<file path="src/rtl/spec_upd_pkg.sv">
package spec_upd_pkg;

    typedef enum logic [1:0] {
        POL_INV_ALL    = 2'd0,
        POL_INV_PACKED = 2'd1,
        POL_EVERY_N    = 2'd2,
        POL_EVERY_WR   = 2'd3
    } push_pol_e;

    localparam logic [1:0] KIND_INV     = 2'b01;
    localparam logic [1:0] KIND_UPD     = 2'b10;
    localparam logic [1:0] KIND_INV_UPD = 2'b11;

    typedef struct packed {
        logic send;
        logic inv;
        logic data;
    } push_dec_t;

    function automatic logic [1:0] dec_kind(push_dec_t d);
        return {d.data, d.inv};
    endfunction

endpackage

</file>
<file path="src/rtl/upd_cnt_table.sv">
module upd_cnt_table #(
    parameter int AW      = 16,
    parameter int ENTRIES = 16,
    parameter int CW      = 4
) (
    input  logic          clk,
    input  logic          rst,
    input  logic          step,
    input  logic [AW-1:0] addr,
    input  logic [CW-1:0] limit,
    output logic          reach
);
    localparam int IW = $clog2(ENTRIES);
    localparam int TW = AW - IW;

    logic [ENTRIES-1:0] ent_v;
    logic [TW-1:0]      ent_tag [ENTRIES];
    logic [CW-1:0]      ent_cnt [ENTRIES];

    logic [IW-1:0] idx;
    logic [TW-1:0] tag;
    logic          hit;
    logic [CW-1:0] cur;
    logic [CW:0]   nxt;

    always_comb begin
        idx   = addr[IW-1:0];
        tag   = addr[AW-1:IW];
        hit   = ent_v[idx] && (ent_tag[idx] == tag);
        cur   = hit ? ent_cnt[idx] : '0;
        nxt   = {1'b0, cur} + 1'b1;
        reach = (nxt >= {1'b0, limit});
    end

    for (genvar e = 0; e < ENTRIES; e++) begin : g_ent
        always_ff @(posedge clk) begin
            if (rst) begin
                ent_v[e]   <= 1'b0;
                ent_tag[e] <= '0;
                ent_cnt[e] <= '0;
            end else if (step && (idx == IW'(e))) begin
                ent_v[e]   <= 1'b1;
                ent_tag[e] <= tag;
                ent_cnt[e] <= reach ? '0 : nxt[CW-1:0];
            end
        end
    end
endmodule

</file>
<file path="src/rtl/upd_policy.sv">
module upd_policy
    import spec_upd_pkg::*;
(
    input  push_pol_e mode,
    input  logic      inv_need,
    input  logic      sharers,
    input  logic      packable,
    input  logic      n_reach,
    output push_dec_t dec
);
    always_comb begin
        dec.inv = inv_need;
        unique case (mode)
            POL_INV_ALL:    dec.data = inv_need;
            POL_INV_PACKED: dec.data = inv_need & packable;
            POL_EVERY_N:    dec.data = n_reach;
            POL_EVERY_WR:   dec.data = sharers | inv_need;
            default:        dec.data = 1'b0;
        endcase
        dec.send = dec.inv | dec.data;
    end
endmodule

</file>
<file path="src/rtl/upd_bcast_reg.sv">
module upd_bcast_reg
    import spec_upd_pkg::*;
#(
    parameter int AW = 16,
    parameter int DW = 32
) (
    input  logic          clk,
    input  logic          rst,
    input  logic          load,
    input  push_dec_t     dec,
    input  logic [AW-1:0] in_addr,
    input  logic [DW-1:0] in_data,
    input  logic          out_ready,
    output logic          out_valid,
    output logic [1:0]    out_kind,
    output logic [AW-1:0] out_addr,
    output logic [DW-1:0] out_data
);
    always_ff @(posedge clk) begin
        if (rst) begin
            out_valid <= 1'b0;
            out_kind  <= '0;
            out_addr  <= '0;
            out_data  <= '0;
        end else if (load && !out_valid) begin
            out_valid <= 1'b1;
            out_kind  <= dec_kind(dec);
            out_addr  <= in_addr;
            out_data  <= dec.data ? in_data : '0;
        end else if (out_valid && out_ready) begin
            out_valid <= 1'b0;
        end
    end
endmodule

</file>
<file path="src/rtl/upd_rx_fill.sv">
module upd_rx_fill #(
    parameter int AW = 16,
    parameter int DW = 32
) (
    input  logic          clk,
    input  logic          rst,
    input  logic          rx_valid,
    input  logic [1:0]    rx_kind,
    input  logic [AW-1:0] rx_addr,
    input  logic [DW-1:0] rx_data,
    input  logic          line_present,
    input  logic          line_valid,
    output logic          fill_en,
    output logic [AW-1:0] fill_addr,
    output logic [DW-1:0] fill_data
);
    logic take;
    assign take = rx_valid && rx_kind[1] && line_present && !line_valid;

    always_ff @(posedge clk) begin
        if (rst) begin
            fill_en   <= 1'b0;
            fill_addr <= '0;
            fill_data <= '0;
        end else begin
            fill_en <= take;
            if (take) begin
                fill_addr <= rx_addr;
                fill_data <= rx_data;
            end
        end
    end
endmodule

</file>
<file path="src/rtl/spec_upd_ctrl.sv">
module spec_upd_ctrl
    import spec_upd_pkg::*;
#(
    parameter int AW      = 16,
    parameter int DW      = 32,
    parameter int ENTRIES = 16,
    parameter int NW      = 4
) (
    input  logic          clk,
    input  logic          rst,
    input  logic [1:0]    cfg_mode,
    input  logic [NW-1:0] cfg_n,
    input  logic          wr_valid,
    output logic          wr_ready,
    input  logic [AW-1:0] wr_addr,
    input  logic [DW-1:0] wr_data,
    input  logic          wr_inval,
    input  logic          wr_sharers,
    input  logic          wr_packable,
    output logic          bc_valid,
    input  logic          bc_ready,
    output logic [1:0]    bc_kind,
    output logic [AW-1:0] bc_addr,
    output logic [DW-1:0] bc_data,
    input  logic          rx_valid,
    input  logic [1:0]    rx_kind,
    input  logic [AW-1:0] rx_addr,
    input  logic [DW-1:0] rx_data,
    input  logic          rx_line_present,
    input  logic          rx_line_valid,
    output logic          fill_en,
    output logic [AW-1:0] fill_addr,
    output logic [DW-1:0] fill_data
);
    push_pol_e     mode;
    logic          accept;
    logic          n_reach;
    logic [NW-1:0] n_eff;
    push_dec_t     dec;

    assign mode     = push_pol_e'(cfg_mode);
    assign wr_ready = !bc_valid;
    assign accept   = wr_valid && wr_ready;
    assign n_eff    = (cfg_n == '0) ? NW'(1) : cfg_n;

    upd_cnt_table #(.AW(AW), .ENTRIES(ENTRIES), .CW(NW)) u_tbl (
        .clk   (clk),
        .rst   (rst),
        .step  (accept && (mode == POL_EVERY_N)),
        .addr  (wr_addr),
        .limit (n_eff),
        .reach (n_reach)
    );

    upd_policy u_pol (
        .mode     (mode),
        .inv_need (wr_inval),
        .sharers  (wr_sharers),
        .packable (wr_packable),
        .n_reach  (n_reach),
        .dec      (dec)
    );

    upd_bcast_reg #(.AW(AW), .DW(DW)) u_out (
        .clk       (clk),
        .rst       (rst),
        .load      (accept && dec.send),
        .dec       (dec),
        .in_addr   (wr_addr),
        .in_data   (wr_data),
        .out_ready (bc_ready),
        .out_valid (bc_valid),
        .out_kind  (bc_kind),
        .out_addr  (bc_addr),
        .out_data  (bc_data)
    );

    upd_rx_fill #(.AW(AW), .DW(DW)) u_rx (
        .clk          (clk),
        .rst          (rst),
        .rx_valid     (rx_valid),
        .rx_kind      (rx_kind),
        .rx_addr      (rx_addr),
        .rx_data      (rx_data),
        .line_present (rx_line_present),
        .line_valid   (rx_line_valid),
        .fill_en      (fill_en),
        .fill_addr    (fill_addr),
        .fill_data    (fill_data)
    );
endmodule

</file>
<file path="config.mk">
export PLATFORM = sky130hd
export DESIGN_NAME = spec_upd_ctrl
export DESIGN_NICKNAME = d
export VERILOG_FILES = /design/src/rtl/spec_upd_pkg.sv /design/src/rtl/upd_cnt_table.sv /design/src/rtl/upd_policy.sv /design/src/rtl/upd_bcast_reg.sv /design/src/rtl/upd_rx_fill.sv /design/src/rtl/spec_upd_ctrl.sv
export SDC_FILE = /design/constraint.sdc
export NUM_CORES = 1
export LEC_CHECK = 0
export ABC_CLOCK_PERIOD_IN_PS = 6100
export BUFFER_PORTS_ARGS = -buffer_cell sky130_fd_sc_hd__buf_2
export CORE_MARGIN = 2
export CORE_UTILIZATION = 30
export CTS_CLUSTER_SIZE = 16
export DETAILED_ROUTE_END_ITERATION = 6
export HOLD_SLACK_MARGIN = 0.08
export PLACE_DENSITY = 0.57
export SLEW_MARGIN = 20
export SYNTH_ARGS = -nofsm -noshare
export SYNTH_HDL_FRONTEND = slang
export SYNTH_SLANG_ARGS = --single-unit
export TNS_END_PERCENT = 50
</file>
<file path="constraint.sdc">
create_clock -name clk -period 6.1 [get_ports clk]
set_input_delay 1.22 -clock clk [delete_from_list [all_inputs] [get_ports clk]]
set_output_delay 1.22 -clock clk [all_outputs]
set_load 0.02 [all_outputs]
</file>
== After elaboration in Yosys (flattened, before gate mapping) ==
Memories as Yosys holds them, arrays and structs flattened.
Cells that the tools add are included.

* Flip-flop bits (word level): 116
* Bits in writable memories: 256
* Input bits: 114
* Logic and storage cells: 204
* Memories: 2

* $add $sub $neg: 1
* $lt $le $gt $ge: 2
* Equality and inequality tests: 19
* Muxes and demuxes: 91
* Bitwise logic cells: 35
* Reductions and logical operators: 31

{| class="wikitable"
|+ Memories
! memory !! depth !! width !! rd ports !! clocked after Yosys merged registers in !! wr ports !! RTL line !! RTL
|-
| u_tbl.ent_tag || 16 || 12 || 1 || 0 || 16 || upd_cnt_table.sv:17 || <nowiki>logic [TW-1:0] ent_tag [ENTRIES];</nowiki>
|-
| u_tbl.ent_cnt || 16 || 4 || 1 || 0 || 16 || upd_cnt_table.sv:18 || <nowiki>logic [CW-1:0] ent_cnt [ENTRIES];</nowiki>
|}

{| class="wikitable"
|+ Operators by type and width
! kind !! count
|-
| 12-bit 2-to-1 mux || 16
|-
| 4-bit 2-to-1 mux || 19
|-
| 1-bit 2-to-1 mux || 53
|-
| 1-bit bitwise OR || 34
|-
| 4-bit == test (second input constant) || 8
|-
| 32-bit 2-to-1 mux || 1
|-
| 1-bit logical AND || 25
|-
| 4-bit by 3-bit == test with 1-bit output (second input constant) || 4
|-
| 12-bit == test || 1
|-
| 4-bit by 2-bit == test with 1-bit output (second input constant) || 2
|-
| 4-bit zero test || 2
|-
| 4-bit by 1-bit adder with 5-bit output (second input constant) || 1
|-
| 5-bit by 4-bit greater-or-equal comparator with 1-bit output || 1
|-
| 4-bit by 5-bit < comparator with 1-bit output (second input constant) || 1
|-
| 1-bit binary-select mux with 4-bit select || 1
|-
| 2-bit == test (second input constant) || 2
|-
| 4-bit by 1-bit == test with 1-bit output (second input constant) || 1
|-
| 1-bit one-hot mux with 4 select lines || 1
|-
| 2-bit by 1-bit == test with 1-bit output (second input constant) || 1
|-
| 1-bit zero test || 2
|-
| 2-bit zero test || 1
|-
| 2-bit nonzero test || 1
|-
| 1-bit AND || 1
|}

== Depth between registers and ports, before layout ==
Gate-level depths: netlist of run 1.

* Word-level depth: 11
* Depth in mapped cells: 25

== Hierarchy ==
From an unflattened synthesis of run 1, not the netlist that was laid out.

* Cell total of the unflattened synthesis: 1345
* Area total of the unflattened synthesis: 16938.7 µm²

{| class="wikitable"
|+ Modules (own cells, without submodules)
! module !! instances !! cells each !! area each (µm²) !! sequential area each (µm²)
|-
| upd_cnt_table || 1 || 891 || 12816.0 || 8007.7
|-
| upd_rx_fill || 1 || 211 || 2177.1 || 980.9
|-
| upd_bcast_reg || 1 || 227 || 1846.8 || 1021.0
|-
| upd_policy || 1 || 8 || 53.8 || 0.0
|-
| spec_upd_ctrl || 1 || 8 || 45.0 || 0.0
|}

== Least setup slack after synthesis of run 1 ==
OpenSTA, ideal clock, no wires.

* Path type: input port to flip-flop
* Start point: input port wr_addr[1]
* End point: register u_out.out_addr[10]
* Arrival: 5.832 ns
* Setup slack: 0.196 ns
* Stages: 24
* Buffers on the path: 7
* Path through: buf_6 -> buf_8 -> buf_12 -> mux4_2 -> xnor2_1 -> nor2_1 -> or4_4 -> a211oi_4 -> o2111ai_4 -> and2b_1 -> ha_1 -> nand4b_2 -> buf_2 -> nand2_1 -> ha_1 -> nor2b_1 -> o21ai_0 -> nand2b_1 -> buf_1 -> o21ai_0 -> o211a_1 -> buf_2 -> buf_2 -> mux2i_1

* Word-level cells in the longest chain between the ends: 10
* Elaborated cells on any way between the ends: 13
* Those cells by class: add/sub (1); order compare (1); eq/ne (1); mux (4); bitwise (1); reduce/logical (3); memory (2)

{| class="wikitable"
|+ Ends and longest elaborated chain
! what !! RTL line !! RTL
|-
| from (decl) || spec_upd_ctrl.sv:15 || <nowiki>input logic [AW-1:0] wr_addr,</nowiki>
|-
| memory read 16 x 12 bit or 1-bit binary-select mux with 4-bit select (tied branches) || n/a ||
|-
| 12-bit == test or 1-bit 2-to-1 mux (tied branches) || upd_cnt_table.sv:29 || <nowiki>hit = ent_v[idx] && (ent_tag[idx] == tag);</nowiki>
|-
| 1-bit logical AND || upd_cnt_table.sv:29 ||
|-
| 4-bit 2-to-1 mux * || upd_cnt_table.sv:30 || <nowiki>cur = hit ? ent_cnt[idx] : '0;</nowiki>
|-
| 4-bit by 1-bit adder with 5-bit output * || upd_cnt_table.sv:31 || <nowiki>nxt = {1'b0, cur} + 1'b1;</nowiki>
|-
| 5-bit by 4-bit greater-or-equal comparator with 1-bit output * || upd_cnt_table.sv:32 || <nowiki>reach = (nxt >= {1'b0, limit});</nowiki>
|-
| 1-bit one-hot mux with 4 select lines * || upd_policy.sv:13 || <nowiki>unique case (mode)</nowiki>
|-
| 1-bit bitwise OR * || upd_policy.sv:20 || <nowiki>dec.send = dec.inv | dec.data;</nowiki>
|-
| 1-bit logical AND * || spec_upd_ctrl.sv:67 || <nowiki>.load (accept && dec.send),</nowiki>
|-
| 1-bit logical AND * || upd_bcast_reg.sv:25 || <nowiki>end else if (load && !out_valid) begin</nowiki>
|-
| to (signal assigned) || upd_bcast_reg.sv:28 || <nowiki>out_addr <= in_addr;</nowiki>
|-
| to (decl) || upd_bcast_reg.sv:16 || <nowiki>output logic [AW-1:0] out_addr,</nowiki>
|}

Mark *: on every way between the ends. The rest lies on a longest branch, timed or not. The select of a mux whose other input is x is not followed.
A chain may end at the register's enable or synchronous reset.

==> run metrics, run 1 <==
wire length per cell 21.0 um; Worst VDD drop just under 0.2 mV; hpwl dp 32100 um; sequential area share after synthesis between 50% and 60%; Bufs and invs on worst path 3; PwrDens ~290 mW/mm2; GRT met2 Usage between 20% and 30%; Remaining DRCs 0; CP endpoint u_tbl.ent_cnt[1][3]; largest net degree at the start of global routing 67; sw power roughly 1.4 mW; slowest stage delay, CP between 0.5 and 0.6 ns; post-CTS sizing 0; die area roughly 0.058 mm2; Die Wd roughly 240 um; Synth area leaders edfxtp_1 (46%), dfxtp_1 (14%), mux4_2 (7.1%), and3_1 (5.4%), nand2_1 (5.1%); CTS Sinks approximately 370; Pre-antenna DRT Iters 5; Final Slew Violations 0; Pwr Total 5.80 mW; Clock Power Share about two fifths; R2R Path Start u_tbl.ent_tag[10][2]; initial antenna violation count 1; Worst Path Max Fanout 19; Max Root-Sink Buffers 3; worst-case clock skew ~0.02 ns; GRT Util Overall between 15 and 20%; ratio of cells with drive above 1 in the final layout 27.5%; global-route track usage on met3 under 10%; hold_sp u_rx.fill_addr[1]; Netlist cell types 72; WL final between 40000 and 50000 um; row count 86; hold_buf cts 0; via density per instance between 4 and 5; Max Clk Rate 0.184 GHz; worst hold path class reg2reg; Req. time, crit path between 6 and 7 ns; via count 11800; met1 GRT Util 22.8%; Worst R2R End u_tbl.ent_cnt[1][3]; Worst path slowest cell mux4_2; cell chain of the critical path buf_4 > buf_12 > mux4_2 > o2bb2ai_1 > mux2i_1 > nand4b_1 > a211oi_4 > o2111ai_4 > and2b_1 > ha_1 > nand4b_2 > nand2_1 > ha_1 > nor2b_1 > o21ai_0 > nand2b_1 > or4_1 > buf_4 > nor2_1; CTS root buffer clkbuf_16; die height 241 um; initial core utilization between 30% and 40%; most common flop cell mapped by yosys edfxtp_1; Final Hold Fails 0; Yosys warning total 0; Worst-Margin Slew 1.06 ns; CTS tree built; period utilisation layout 89.0%; IO Count approximately 220; CP Data Arrival Time about 6 ns; Cell Area, Synth 0.0168 mm2; RSZ-0062 raised after global routing false; core box area roughly 0.055 mm2; number of H-tree levels 2; port bufs 213; Finish-stage setup viols 0; Rel. slew slack between 20% and 30%; Levels on crit path 19; Crit. End Element register; CP Launch Type primary input; Worst Setup SP wr_addr[0]; sw frac 24.2%; initial DRC count 896; syn_nets 1498; Post-synth EDFFs between 200 and 300; vias in the first global route roughly 12000; GRT overflow 0; GPL Wtd Cong between 0.7 and 0.8; register-to-register setup slack approximately 1.5 ns; P_int around 4.4 mW; crit path time final around 5.4 ns; first-pass GRT wire length between 70000 and 80000 um; area delta synth->final 20.0%; post-CTS setup buffers 0; FF-to-FF path depth 17; Post-DRT Antenna Nets 0; Max-cap violations 0; Clock transition at path regs ~0.060 ns; Yosys top cell area share 45.8%; Post-Syn Area per Cell about 12 um2; GR peak layer met2; Reg power frac between 40% and 50%; Antenna Cells 0; Total Negative Setup Slacks 0 ns; NumNets Final 1695; Crit path max-delay family simple AND/OR/NAND/NOR gates; CTS Buf Count just over 40; asr flop ratio synth 0%; status finished, final reports clean; Synth area leader edfxtp_1; Comb pwr share about a tenth; Clock Latency Late Sink ~0.56 ns; Seq cells post-synth ~370; cell count after synthesis 1379; critical path type in2reg; leakage 8.30 nW
-- cell families (layout without fill, tap and decap cells) --
kind of cell | Yosys count | in the layout | share of synthesized area [%]
xor gates and xnor gates | 17 | 17 | 0.886
muxes | 153 | 153 | 14.0
and+or+nand+nor | 543 | 543 | 15.7
adders and majority gates | 5 | 5 | 0.372
buffers and inverters | 146 | 374 | 3.97
AOI/OAI and AO/OA | 143 | 143 | 5.48
DFF | 372 | 372 | 59.6
-- sequential cells by signal, summed over array words and instances (netlist names) --
register         cells
u_tbl.ent_tag      192
u_out.out_addr      16
u_rx.fill_en         1
u_tbl.ent_v         16
u_out.out_valid      1
u_rx.fill_addr      16
u_rx.fill_data      32
u_out.out_kind       2
u_tbl.ent_cnt       64
u_out.out_data      32
-- area by class of cell --
| type | instances | area (um2) |
|---|---|---|
| Tap cell | 748 | 936 |
| Sequential cell | 372 | 10000 |
| Timing Repair Buffer | 275 | 1600 |
| Clock inverter | 17 | 120 |
| Inverter | 25 | 93.8 |
| Fill cell | 5377 | 35000 |
| Multi-Input combinational cell | 861 | 6200 |
| Clock buffer | 57 | 1190 |
-- cells in the final DEF, fill, tap and decap left out, types with 4 or more instances in the layout --
cell	count
nor2_4	10
clkinv_1	7
buf_4	59
o21ai_0	19
clkinv_2	6
xnor2_1	8
dfxtp_1	116
buf_2	211
mux4_1	9
a211oi_1	17
mux4_2	53
nor2b_1	4
clkbuf_1	7
a21o_1	4
nor3_1	7
clkbuf_8	4
inv_1	22
and3_1	145
nor2_2	4
o22ai_1	7
nor2_1	100
ha_1	5
nand2_1	230
edfxtp_1	256
mux2i_1	78
a21oi_1	54
nand3_1	8
xor2_1	9
o21ai_2	6
buf_12	5
o21ai_1	6
clkbuf_16	44
mux2_2	12
nand2b_1	8
-- stage by stage --
stage	worst slack, ns	cell area, um2	hold WS, ns	std cells	utilization (%)
after global placement	0.193	18800	0.434	2281	34.1
after global routing	0.360	20200	0.463	2355	36.5
after floorplan	0.196	16800	0.421	1379	-
after detailed placement	0.124	18800	0.440	2281	34.1
final	0.673	20200	0.449	2355	36.5
after CTS	0.703	20100	0.451	2355	36.5
-- cell usage after synthesis, types with 7 or more instances --
cell type and count:
edfxtp_1 256, nand2_1 230, and3_1 146, dfxtp_1 116
nor2_1 104, clkbuf_1 85, mux2i_1 78, a21oi_1 55
mux4_2 53, o21ai_0 31, inv_1 23, a211oi_1 17
buf_2 15, mux2_2 12, nor2_4 10, mux4_1 9
nor3_1 9, xor2_1 9, buf_1 8, nand2b_1 8
nand3_1 8, xnor2_1 8, o22ai_1 7
-- power groups by stage --
| stage | registers [mW] | logic (mW) | clock network [mW] |
|---|---|---|---|
| 2_1_floorplan | 2.89 | 0.298 | 0 |
| 3_3_place_gp | 2.86 | 0.551 | 0 |
| 3_5_place_dp | 2.86 | 0.556 | 0 |
| 4_1_cts | 2.81 | 0.558 | 2.49 |
| 5_1_grt | 2.82 | 0.594 | 2.59 |
| 6_report | 2.81 | 0.552 | 2.44 |
-- tightest hold or removal path, stage by stage, from the launching register on --
cell and delay, ns:
dfxtp_1 0.30, nand2_1 0.05, a21oi_1 0.05
-- worst min-delay path by stage --
stage / end / slack [ns] / depth (start not counted)
6_report: u_rx.fill_addr[1] / 0.45 / 2
5_1_grt: u_rx.fill_addr[1] / 0.46 / 2
4_1_cts: u_rx.fill_addr[1] / 0.45 / 2
3_5_place_dp: u_tbl.ent_v[9] / 0.44 / 1
3_3_place_gp: u_tbl.ent_v[9] / 0.43 / 1
2_1_floorplan: u_tbl.ent_v[13] / 0.42 / 1
-- metal layers --
layer | share of wire (%) | wire length (um) | up-vias
met5 | 0.026 | 13 | -
met4 | 2.1 | 1060 | 2
met3 | 8.5 | 4190 | 67
met2 | 47 | 23400 | 513
met1 | 42 | 20800 | 5798
li1 | - | - | 5390
Power figures use the tool's default switching activity.
==> run 2: changes to the inputs <==
--- a/config.mk
+++ b/config.mk
@@ -5,14 +5,14 @@
 export SDC_FILE = /design/constraint.sdc
 export NUM_CORES = 1
 export LEC_CHECK = 0
-export ABC_CLOCK_PERIOD_IN_PS = 6100
+export ABC_CLOCK_PERIOD_IN_PS = 5250
 export BUFFER_PORTS_ARGS = -buffer_cell sky130_fd_sc_hd__buf_2
 export CORE_MARGIN = 2
 export CORE_UTILIZATION = 30
 export CTS_CLUSTER_SIZE = 16
 export DETAILED_ROUTE_END_ITERATION = 6
 export HOLD_SLACK_MARGIN = 0.08
-export PLACE_DENSITY = 0.57
+export PLACE_DENSITY = 0.55
 export SLEW_MARGIN = 20
 export SYNTH_ARGS = -nofsm -noshare
 export SYNTH_HDL_FRONTEND = slang
==> constraint.sdc (replaced) <==
create_clock -name clk -period 5.25 [get_ports clk]
set_input_delay 1.05 -clock clk [delete_from_list [all_inputs] [get_ports clk]]
set_output_delay 1.05 -clock clk [all_outputs]
set_load 0.02 [all_outputs]
==> run 2 against run 1 <==
Net effect: flip-flop and latch count unchanged; critical path depth stayed put; combinational power increased by 24%; power increased by 18%; die area unchanged; clock-buffer cell count grew 2; non-clock buffer count up 54; largest power group unchanged; sequential share of layout area decreased by 1.4 points; critical endpoint is now u_tbl.ent_cnt[4][3]; core utilization rose by 1.1 points.
==> run metrics, run 2 (synthesis results as in run 1) <==
GRT overflow 0; wire length per cell 20.6 um; commonest cells after routing, fill and taps aside edfxtp_1 (256), nand2_1 (229), buf_2 (211); CTS root buffer clkbuf_16; met3 wire len around 3700 um; sw power ~1.7 mW; Clock Power Share between 40% and 50%; number of H-tree levels 2; Worst-Margin Slew 0.993 ns; Max-cap violations 0; core box area 0.0552 mm2; Rel. slew slack around 34%; wire length on met1 21000 um; CP Data Arrival Time approximately 5.3 ns; max reg flops 192; Antenna Cells 0; Max Clk Rate 0.203 GHz; via count around 12000; Max Root-Sink Buffers 3; initial core utilization 30.4%; Req. time, crit path 5.66 ns; Finished Cell Area 0.0208 mm2; Remaining DRCs 0; largest registers u_tbl.ent_tag x192, u_tbl.ent_cnt x64; post-CTS setup buffers 0; die area 0.0579 mm2; largest reg by FF count u_tbl.ent_tag; PwrDens around 330 mW/mm2; Pre-antenna DRT Iters 5; worst hold path class reg2reg; initial antenna violation count 2; row count 86; area delta synth->final 23.5%; period utilisation layout about 94%; Comb pwr share ~10%; die height 241 um; leakage ~8.6 nW; crit path time final 4.93 ns; Worst VDD drop 0.287 mV; vias in the first global route 12200; GRT Util Overall between 10% and 20%; Placement Cell Area about 0.019 mm2; first-pass GRT wire length between 70000 and 80000 um; GPL Wtd Cong between 0.8 and 0.9; CTS tree built; Post-DRT Antenna Nets 0; critical path type in2reg; Filler Cell Count between 5000 and 6000; WL met2 approximately 24000 um; post-layout util between 30% and 40%; Final Hold Fails 0; Crit. End Element register; Finish-stage setup viols 0; NumNets Final 1749; Highest Signal Layer met4; status finished, final reports clean; ratio of cells with drive above 1 in the final layout 30.7%; worst-case clock skew about 0.014 ns; CTS Buf Count ~40; Clock transition at path regs 0.06 ns; Reg power frac a little under half; via density per instance between 4 and 5; Pwr Total around 7 mW; Final Slew Violations 0; Clock Latency Late Sink ~0.57 ns; WL final just under 50000 um; commonest non-fill, non-tap cell in the layout edfxtp_1; post-CTS sizing 0; CP Launch Type primary input; P_int 5.19 mW; RSZ-0062 raised after global routing false; port bufs roughly 210; sw frac ~24%; CTS Sinks approximately 370; Worst Path Max Fanout 16; non-filler cells, final approximately 2400; initial DRC count 984; IO Count between 200 and 250; hpwl dp about 33000 um; largest net degree at the start of global routing 68; Die Wd roughly 240 um; DP Cell Count approximately 2300; hold_buf cts 0
run 2: layout make-up:
cell class                 count  area (um2)  area share (%)
sequential                   372       10000            48.2
multi-input combinational    861        6220            30.0
timing repair buffer         329        2120            10.2
clock buffer                  59        1260            6.08
tap                          748         936            4.51
clock inverter                17         118           0.567
inverter                      25        93.8           0.452
run 2: metal layers:
layer / global-route usage, % / vias up
met5: 0 / -
met4: 4.67 / 0
met3: 3.85 / 59
met2: 29.3 / 463
met1: 22.4 / 5892
li1: - / 5505
run 2: path summary, 6_finish.rpt:
path,start,to,slack [ns],cells after the start
setup / recovery,wr_addr[1],u_tbl.ent_cnt[4][3],0.32,19
hold reg to reg,u_out.out_data[22],u_out.out_data[22],0.45,2
setup reg to reg,u_tbl.ent_tag[6][7],u_tbl.ent_cnt[4][3],0.93,17
hold / removal,u_out.out_data[22],u_out.out_data[22],0.45,2
run 2: power groups by stage:
stage                     sequential (mW)  clock (mW)  combinational [mW]
final                                3.26        2.89               0.685
after global routing                 3.27        3.06               0.736
after CTS                            3.27        2.95               0.692
after detailed placement             3.33           0               0.689
after global placement               3.32           0               0.686
after floorplan                      3.36           0               0.353
run 2: per-stage QoR:
stage                     setup slack [ns]  hold WS [ns]  TNS [ns]
final                                0.316         0.452         0
after global routing                 0.101         0.471         0
after CTS                            0.335         0.454         0
after detailed placement            -0.241         0.440    -16.39
after global placement              -0.202         0.435    -14.82
after floorplan                    -0.0580         0.421    -0.570
run 2: critical path, cell delays in order:
cell	delay (ns)
buf_4	0.29
buf_4	0.27
mux4_1	0.56
mux2i_1	0.19
nor2_1	0.07
a2111oi_2	0.42
buf_4	0.20
o2111ai_4	0.17
and2b_1	0.28
ha_2	0.18
nand4b_4	0.13
nand2_2	0.08
ha_1	0.27
nor2b_1	0.13
o21ai_1	0.13
nand2b_1	0.16
or4_4	0.46
buf_12	0.19
nor2_1	0.11
